File: src/rtl/tree_sum_pkg.sv
package tree_sum_pkg;
  localparam int ROUND_W = 8;

  typedef struct packed {
    logic               captureEn;
    logic               loadEn;
    logic               roundEn;
    logic               lastRound;
    logic [ROUND_W-1:0] roundNum;
  } strobe_t;
endpackage

File: src/rtl/tree_sum_ctrl.sv
module tree_sum_ctrl
  import tree_sum_pkg::*;
#(
  parameter int LOG = 3,
  parameter int CW  = 4
) (
  input  logic          clk,
  input  logic          rstN,
  input  logic          start,
  output strobe_t       strobes,
  output logic          busy,
  output logic          done,
  output logic [CW-1:0] stepCount
);
  localparam int STEPS = LOG + 2;

  typedef enum logic [1:0] {ST_IDLE, ST_READ, ST_WRITE, ST_ROUND} state_t;

  state_t             state;
  logic [ROUND_W-1:0] roundCnt;

  always_ff @(posedge clk) begin
    if (!rstN) begin
      state     <= ST_IDLE;
      roundCnt  <= '0;
      done      <= 1'b0;
      stepCount <= '0;
    end else begin
      done <= 1'b0;
      case (state)
        ST_IDLE: begin
          if (start) begin
            state     <= ST_READ;
            stepCount <= '0;
          end
        end
        ST_READ: begin
          state     <= ST_WRITE;
          stepCount <= stepCount + 1'b1;
        end
        ST_WRITE: begin
          state     <= ST_ROUND;
          roundCnt  <= ROUND_W'(1);
          stepCount <= stepCount + 1'b1;
        end
        default: begin
          stepCount <= stepCount + 1'b1;
          if (roundCnt == ROUND_W'(LOG)) begin
            state <= ST_IDLE;
            done  <= 1'b1;
          end else begin
            roundCnt <= roundCnt + 1'b1;
          end
        end
      endcase
    end
  end

  always_comb begin
    strobes.captureEn = (state == ST_READ);
    strobes.loadEn    = (state == ST_WRITE);
    strobes.roundEn   = (state == ST_ROUND);
    strobes.lastRound = (state == ST_ROUND) && (roundCnt == ROUND_W'(LOG));
    strobes.roundNum  = roundCnt;
  end

  assign busy = (state != ST_IDLE);

  // completion pulse only while idle, and never two cycles in a row
  assert_done_idle_R5: assert property (@(posedge clk) disable iff (!rstN)
    done |-> !busy);
  assert_done_single_R5: assert property (@(posedge clk) disable iff (!rstN)
    done |=> !done);
  // counter advances every busy cycle, so a start while busy cannot clear it
  assert_step_advance_R7: assert property (@(posedge clk) disable iff (!rstN)
    busy |=> (stepCount == CW'($past(stepCount) + 1'b1)));
  assert_step_total_R6: assert property (@(posedge clk) disable iff (!rstN)
    done |-> (stepCount == CW'(STEPS)));
endmodule

File: src/rtl/tree_sum_datapath.sv
module tree_sum_datapath
  import tree_sum_pkg::*;
#(
  parameter int N   = 8,
  parameter int W   = 8,
  parameter int AW  = 11
) (
  input  logic           clk,
  input  logic           rstN,
  input  strobe_t        strobes,
  input  logic [N*W-1:0] inVec,
  output logic [AW-1:0]  result
);
  logic [W-1:0]  stage [N];
  logic [AW-1:0] slot  [N];

  for (genvar j = 0; j < N; j++) begin : g_lane
    always_ff @(posedge clk) begin
      if (!rstN) begin
        stage[j] <= '0;
      end else if (strobes.captureEn) begin
        stage[j] <= inVec[j*W +: W];
      end
    end

    if (j < N/2) begin : g_active
      logic laneActive;
      assign laneActive = (j < (N >> strobes.roundNum));
      always_ff @(posedge clk) begin
        if (!rstN) begin
          slot[j] <= '0;
        end else if (strobes.loadEn) begin
          slot[j] <= AW'(stage[j]);
        end else if (strobes.roundEn && laneActive) begin
          slot[j] <= slot[2*j] + slot[2*j+1];
        end
      end
    end else begin : g_upper
      always_ff @(posedge clk) begin
        if (!rstN) begin
          slot[j] <= '0;
        end else if (strobes.loadEn) begin
          slot[j] <= AW'(stage[j]);
        end
      end
    end
  end

  always_ff @(posedge clk) begin
    if (!rstN) begin
      result <= '0;
    end else if (strobes.roundEn && strobes.lastRound) begin
      result <= slot[0] + slot[1];
    end
  end

  // phases of a run are mutually exclusive
  assert_phase_exclusive_R2: assert property (@(posedge clk) disable iff (!rstN)
    $onehot0({strobes.captureEn, strobes.loadEn, strobes.roundEn}));
  // result moves only on the final round
  assert_result_hold_R8: assert property (@(posedge clk) disable iff (!rstN)
    !(strobes.roundEn && strobes.lastRound) |=> $stable(result));
endmodule

File: src/rtl/tree_sum_top.sv
module tree_sum_top
  import tree_sum_pkg::*;
#(
  parameter int N = 8,
  parameter int W = 8,
  localparam int LOG = $clog2(N),
  localparam int AW  = W + LOG,
  localparam int CW  = $clog2(LOG + 3) + 1
) (
  input  logic           clk,
  input  logic           rstN,
  input  logic           start,
  input  logic [N*W-1:0] inVec,
  output logic [AW-1:0]  result,
  output logic           busy,
  output logic           done,
  output logic [CW-1:0]  stepCount
);
  strobe_t strobes;

  tree_sum_ctrl #(.LOG(LOG), .CW(CW)) u_ctrl (
    .clk       (clk),
    .rstN      (rstN),
    .start     (start),
    .strobes   (strobes),
    .busy      (busy),
    .done      (done),
    .stepCount (stepCount)
  );

  tree_sum_datapath #(.N(N), .W(W), .AW(AW)) u_dp (
    .clk     (clk),
    .rstN    (rstN),
    .strobes (strobes),
    .inVec   (inVec),
    .result  (result)
  );

  initial begin
    assert_param_pow2_R4: assert ((N >= 2) && ((1 << LOG) == N));
  end
endmodule

File: config.mk
export PLATFORM = sky130hd
export DESIGN_NAME = tree_sum_top
export DESIGN_NICKNAME = d
export VERILOG_FILES = /design/src/rtl/tree_sum_pkg.sv /design/src/rtl/tree_sum_ctrl.sv /design/src/rtl/tree_sum_datapath.sv /design/src/rtl/tree_sum_top.sv
export SDC_FILE = /design/constraint.sdc
export NUM_CORES = 1
export LEC_CHECK = 0
export ABC_CLOCK_PERIOD_IN_PS = 6500
export BUFFER_PORTS_ARGS = -buffer_cell sky130_fd_sc_hd__clkbuf_2
export CORE_MARGIN = 3
export CORE_UTILIZATION = 63
export CTS_CLUSTER_SIZE = 24
export DETAILED_ROUTE_END_ITERATION = 7
export PLACE_DENSITY = 0.85
export SLEW_MARGIN = 5
export SYNTH_ARGS = -nofsm -noshare
export SYNTH_HDL_FRONTEND = slang
export SYNTH_SLANG_ARGS = --single-unit
File: constraint.sdc
create_clock -name clk -period 6.5 [get_ports clk]
set_clock_uncertainty 0.1 [all_clocks]
set_input_delay 0.975 -clock clk [delete_from_list [all_inputs] [get_ports clk]]
set_output_delay 0.975 -clock clk [all_outputs]
set_load 0.02 [all_outputs]
==> flow_summary.json, run 1 <==
{
  "status": "finished, final reports clean",
  "maxCapViolCount": 0,
  "die_width_microns": 117,
  "rsz0062_at_grt": "no",
  "start_util_pct": 64.8,
  "synth_flop_cell": "edfxtp_1",
  "max_slew_margin_pct": 19.7,
  "path_class": "reg -> reg",
  "cts_buffers": 17,
  "synth_seq_area_share_pct": 58.6,
  "drc": 0,
  "power.density_nw_per_um2": 370,
  "tritoncts": "built",
  "drt-initial-drc-count": 416,
  "place_congestion": 0.911,
  "clk_pin_slew_worst_paths_ns": 0.07,
  "routed_via_density": 5.86,
  "arrival_ns": 3.70,
  "netlist.area_leader.share_pct": 51.9,
  "grt_pass1_vias": 5342,
  "synth-edff-count": 135,
  "grt_max_degree": 129,
  "wire_per_inst_microns": 17.5,
  "reg2reg_slack_ns": 2.78,
  "die_h_microns": 117,
  "synth_warnings": 0,
  "fin_util_pct": 73.6,
  "ys_ff_latch": 161,
  "overflow": 0,
  "diodes": 0,
  "port_buffers": 83,
  "synthesis.area_sq_um": 7810,
  "start_kind": "register",
  "required_ns": 6.48,
  "num_rows": 40,
  "dp_cells": 883,
  "dieArea_sq_um": 13800,
  "h-tree-depth": 4,
  "hp-class": "reg -> reg",
  "leakagePower_nw": 3.90,
  "fmax_ghz": 0.269,
  "max-vdd-ir-drop_uv": 475,
  "fin_crit_sh_pct": 57.3,
  "synthArstFlopShare_pct": 0,
  "yosys-top-cells-count": "edfxtp_1, and3_1, nand2_1",
  "syn_area_per_cell_sq_um": 11.8,
  "clockBufferDepth": 2,
  "core_sq_um": 12100,
  "final_cells": 914,
  "root_buffer": "clkbuf_16",
  "hold_ws_ns": 0.370,
  "worstPathMaxFanout": 39,
  "yosys.area.top_type": "edfxtp_1",
  "grt_first_pass_wirelength_microns": 26200,
  "setup_violations": 0,
  "hold_buffers": 0,
  "min_period_ns": 3.72,
  "yosysMostFrequentCell": "edfxtp_1",
  "drive_above_1_share_pct": 16.1,
  "ant_nets": 0,
  "antenna_found_initial": 0,
  "cts_setup_buffers": 0,
  "netlist-cell-type-count": 54,
  "first_pass_iters": 5,
  "dr_total_vias": 5360,
  "clock_insertion_delay_worst_skew_ns": 0.43,
  "fill_cells": 793,
  "netlist_instances": 664,
  "endpoint_kind": "register",
  "cts-resized-gates": 0,
  "fin_nets": 846,
  "finalMaxSlewViolations": 0,
  "power_mw": 3.29,
  "tns_ns": 0,
  "hpwlAfterDp_microns": 11100,
  "areaGrowthSynthToFinish_pct": 13.7,
  "hold_violations": 0,
  "postRouteWirelength_microns": 16000,
  "syn-num-nets": 776,
  "grt_usage_pct": 23.8,
  "cts.sinks": 161,
  "ioPinCount": 84,
  "worst_slew_pin_slew_ns": 1.20,
  "synth_area_leaders": "edfxtp_1, and3_1, dfxtp_1, ha_1, o21ai_0"
}
## layout make-up
cell class | instances | area, sq um | area share (%)
tap | 168 | 210 | 2.37
clock inverter | 12 | 130 | 1.47
timing repair buffer | 86 | 438 | 4.93
multi-input combinational | 451 | 3030 | 34.1
sequential | 161 | 4570 | 51.5
clock buffer | 19 | 433 | 4.88
inverter | 17 | 63.8 | 0.719
## cells in the final DEF, fill, tap and decap left out, types with 3 or more instances in the layout
master / synthesis / routed
buf_4: 0 / 3
dfxtp_1: 26 / 26
a32o_1: 4 / 4
nand2_1: 55 / 55
nand2b_1: 5 / 4
a211oi_1: 7 / 7
nand4_1: 3 / 3
a21oi_1: 22 / 22
inv_6: 0 / 5
ha_1: 41 / 41
o21ai_0: 43 / 43
xor2_1: 21 / 21
and3_1: 101 / 101
xnor2_1: 6 / 6
inv_1: 17 / 17
and2_1: 6 / 6
edfxtp_1: 135 / 135
o211a_1: 3 / 3
clkbuf_2: 0 / 83
a31oi_1: 4 / 4
fa_1: 4 / 4
nand3b_1: 3 / 3
a22o_1: 4 / 4
nand3_1: 17 / 17
o21a_1: 8 / 8
nor2b_1: 9 / 9
nor2_1: 29 / 29
o31ai_1: 6 / 6
a21o_1: 4 / 4
nor3_1: 10 / 10
o21bai_1: 3 / 3
a21boi_0: 3 / 3
nor3b_1: 7 / 7
clkbuf_16: 0 / 17
## flip-flops by register name, summed over array words and instances (netlist names)
register / count
u_ctrl.stepCount: 4
u_ctrl.roundCnt: 8
u_ctrl.state: 2
u_dp.slot: 71
u_dp.stage: 64
u_ctrl.done: 1
u_dp.result: 11
## metrics by stage
step | setup WS (ns) | area (sq um)
floorplan | 3.17 | 7810
global placement | 3.00 | 8310
detailed placement | 2.69 | 8310
CTS | 2.67 | 8880
global route | 2.21 | 8880
finish | 2.78 | 8880
## critical path: stages, from the launching register on
cell,delay (ns)
dfxtp_1,0.33
inv_1,0.11
ha_1,0.82
nor2b_1,0.29
inv_1,0.96
nor2_1,0.25
nand2_2,0.23
nand2_1,0.28
## cell families (layout without fill, tap and decap cells)
| group | count (synthesis) | in the layout | synth area share (%) |
|---|---|---|---|
| buffers and inverters | 52 | 134 | 2.69 |
| AOI/OAI and AO/OA | 122 | 122 | 10.1 |
| DFF | 161 | 161 | 58.6 |
| adders and majority gates | 45 | 45 | 7.59 |
| and+or+nand+nor | 257 | 257 | 18.0 |
| xor gates and xnor gates | 27 | 27 | 3.03 |
## report_power, final
part	switching (mW)	internal [mW]
logic	0.535	0.287
registers	0.0989	1.40
clock network	0.400	0.565
total	1.03	2.25
## final timing paths
path,from,end,cells after the start
max reg2reg,u_ctrl.state[0]$_SDFFE_PN0P_,u_dp.slot[0][19]$_SDFFCE_PP0P_,7
max,u_ctrl.state[0]$_SDFFE_PN0P_,u_dp.slot[0][19]$_SDFFCE_PP0P_,7
min reg2reg,u_dp.result[0]$_SDFFE_PN0P_,u_dp.result[0]$_SDFFE_PN0P_,2
min,u_dp.result[0]$_SDFFE_PN0P_,u_dp.result[0]$_SDFFE_PN0P_,2
## per-layer routing
metal,global-route usage [%],wire length [microns]
met4,9.16,382
met5,0,0
met3,5.54,977
met1,30.4,6780
met2,39.6,7880
Note: power is estimated with default switching activity, not from simulation.
==> inputs of run 2 (changes only) <==
- ABC_CLOCK_PERIOD_IN_PS: 6500 -> 3460
- CORE_UTILIZATION: 63 -> 59
- PLACE_DENSITY: 0.85 -> 0.8
- clock period: 6.5 -> 3.46 ns (I/O delays scaled with it)
==> run 2 against run 1 <==
Net effect: die area rose by 6.4%; largest power group unchanged; maximum frequency rose by 31%; cell count rose by 0.88%; critical path type unchanged; routed wire length fell by 1.1%; power rose by 83%; largest cell class unchanged; core utilization fell by 4.2 points; count of clock-buffer cells in the layout did not move; first-iteration DRC count rose by 13%; critical path depth fell by 2.
==> flow_summary.json, run 2 (synthesis gave the netlist of run 1 again) <==
{
  "status": "finished, final reports clean",
  "final_cell_mix": "edfxtp_1, and3_1, clkbuf_2",
  "die_width_microns": 121,
  "regMostFlops": "u_dp.slot",
  "die_h_microns": 121,
  "cts_setup_buffers": 0,
  "core_sq_um": 12800,
  "start_util_pct": 61.1,
  "dr_total_vias": 5391,
  "ioPinCount": 84,
  "port_buffers": 83,
  "dieArea_sq_um": 14700,
  "path_class": "reg -> reg",
  "hpwlAfterDp_microns": 10800,
  "clk_pin_slew_worst_paths_ns": 0.07,
  "routed_via_density": 5.85,
  "required_ns": 3.45,
  "hold_buffers": 0,
  "grt_pass1_vias": 5327,
  "p_clk_share_pct": 27.8,
  "first_pass_iters": 5,
  "ant_nets": 0,
  "endpoint_kind": "register",
  "comb_power_share_pct": 25.5,
  "cts.sinks": 161,
  "critPathSlowestCell": "or2_1",
  "leakagePower_nw": 3.88,
  "netSwitchingPower_mw": 1.94,
  "cts_buffers": 17,
  "num_rows": 41,
  "clock_insertion_delay_worst_skew_ns": 0.43,
  "tritoncts": "built",
  "fmax_ghz": 0.353,
  "h-tree-depth": 4,
  "place_congestion": 0.887,
  "clockBufferDepth": 2,
  "finalMaxSlewViolations": 0,
  "worstPathMaxFanout": 14,
  "power.density_nw_per_um2": 680,
  "arrival_ns": 2.83,
  "antenna_found_initial": 0,
  "hold_violations": 0,
  "worst_slew_pin_slew_ns": 1.18,
  "cp_cell_sequence": "ha_1, nor3b_1, nand3_1, or2_1, nand2_1",
  "setup_violations": 0,
  "drc": 0,
  "grt_first_pass_wirelength_microns": 26100,
  "fin_nets": 849,
  "hp-class": "in -> reg",
  "tns_ns": 0,
  "max-vdd-ir-drop_uv": 424,
  "areaGrowthSynthToFinish_pct": 13.5,
  "final_area_sq_um": 8860,
  "cts-resized-gates": 0,
  "rsz0062_at_grt": "no",
  "slowest_delay_ns": 0.53,
  "min_period_ns": 2.84,
  "cp_top_family": "simple AND/OR/NAND/NOR gates",
  "final_common_cell": "edfxtp_1",
  "grt_usage_pct": 23.2,
  "wire_per_inst_microns": 17.2,
  "overflow": 0,
  "seq_power_share_pct": 46.7,
  "grt_max_degree": 120,
  "drt-initial-drc-count": 472,
  "max_slew_margin_pct": 21.2,
  "postRouteWirelength_microns": 15800,
  "maxCapViolCount": 0,
  "p_int_mw": 4.09,
  "diodes": 0,
  "drive_above_1_share_pct": 16.4,
  "worst-path-buf-inv": 0,
  "fin_crit_sh_pct": 81.9,
  "largest_reg_flops": 71,
  "fin_util_pct": 69.4,
  "root_buffer": "clkbuf_16",
  "start_kind": "register",
  "top_regs": "u_dp.slot: 71 flops, u_dp.stage: 64 flops, u_dp.result: 11 flops",
  "switching_share_pct": 32.2,
  "post_dp_cell_area_sq_um": 8340
}
## run 2: changes by cell type in the layout (fill, tap and decap cells not counted)
cell        change
clkinv_1        +1
buf_4           +3
clkinvlp_4      +4
bufinv_16       -2
inv_6           -2
## run 2: area by class of cell
type,count,area (sq um)
clock buffer,19,433
clock inverter,13,86.3
fill,892,3910
inverter,17,63.8
multi-input combinational,451,3030
sequential,161,4570
tap,172,215
timing repair buffer,89,460
## run 2: layer usage
metal / global-route usage (%) / vias to the layer above / part of all wire [%]
li1: - / 2620 / -
met1: 28.4 / 2580 / 43
met2: 38.5 / 155 / 50
met3: 6.06 / 36 / 4.4
met4: 10.6 / 0 / 2.6
met5: 0 / - / 0
## run 2: worst reg2reg max path: stages, from the launching register on
cell     delay (ns)
dfxtp_1        0.40
ha_1           0.17
nor3b_1        0.44
nand3_1        0.48
or2_1          0.54
nand2_1        0.37
## run 2: worst paths after layout
| check | startpoint | endpoint | slack, ns | depth (start not counted) |
|---|---|---|---|---|
| worst min-delay path | inVec[40] | u_dp.stage[1][8]$_SDFFCE_PN0P_ | 0.30 | 2 |
| worst min register to register | u_dp.result[0]$_SDFFE_PN0P_ | u_dp.result[0]$_SDFFE_PN0P_ | 0.37 | 2 |
| worst max-delay path | u_ctrl.state[1]$_SDFFE_PN0P_ | u_dp.slot[0][23]$_DFFE_PP_ | 0.62 | 5 |
| worst max register to register | u_ctrl.state[1]$_SDFFE_PN0P_ | u_dp.slot[0][23]$_DFFE_PP_ | 0.62 | 5 |
## run 2: through the flow
step / std cells / worst slack [ns] / hold slack (ns) / power [mW]
final: 922 / 0.625 / 0.301 / 6.03
after detailed placement: 890 / 0.741 / 0.368 / 4.37
after floorplan: 664 / 0.488 / 0.395 / 3.91
after CTS: 922 / 0.679 / 0.286 / 6.05
after global placement: 890 / 0.855 / 0.354 / 4.28
after global routing: 922 / 0.434 / 0.290 / 6.37
## run 2: power groups by stage
| stage | Clock [mW] | Combinational [mW] | Sequential, mW |
|---|---|---|---|
| floorplan | 0 | 1.13 | 2.78 |
| global placement | 0 | 1.45 | 2.83 |
| detailed placement | 0 | 1.53 | 2.84 |
| CTS | 1.70 | 1.54 | 2.81 |
| global route | 1.78 | 1.73 | 2.85 |
| finish | 1.67 | 1.54 | 2.81 |
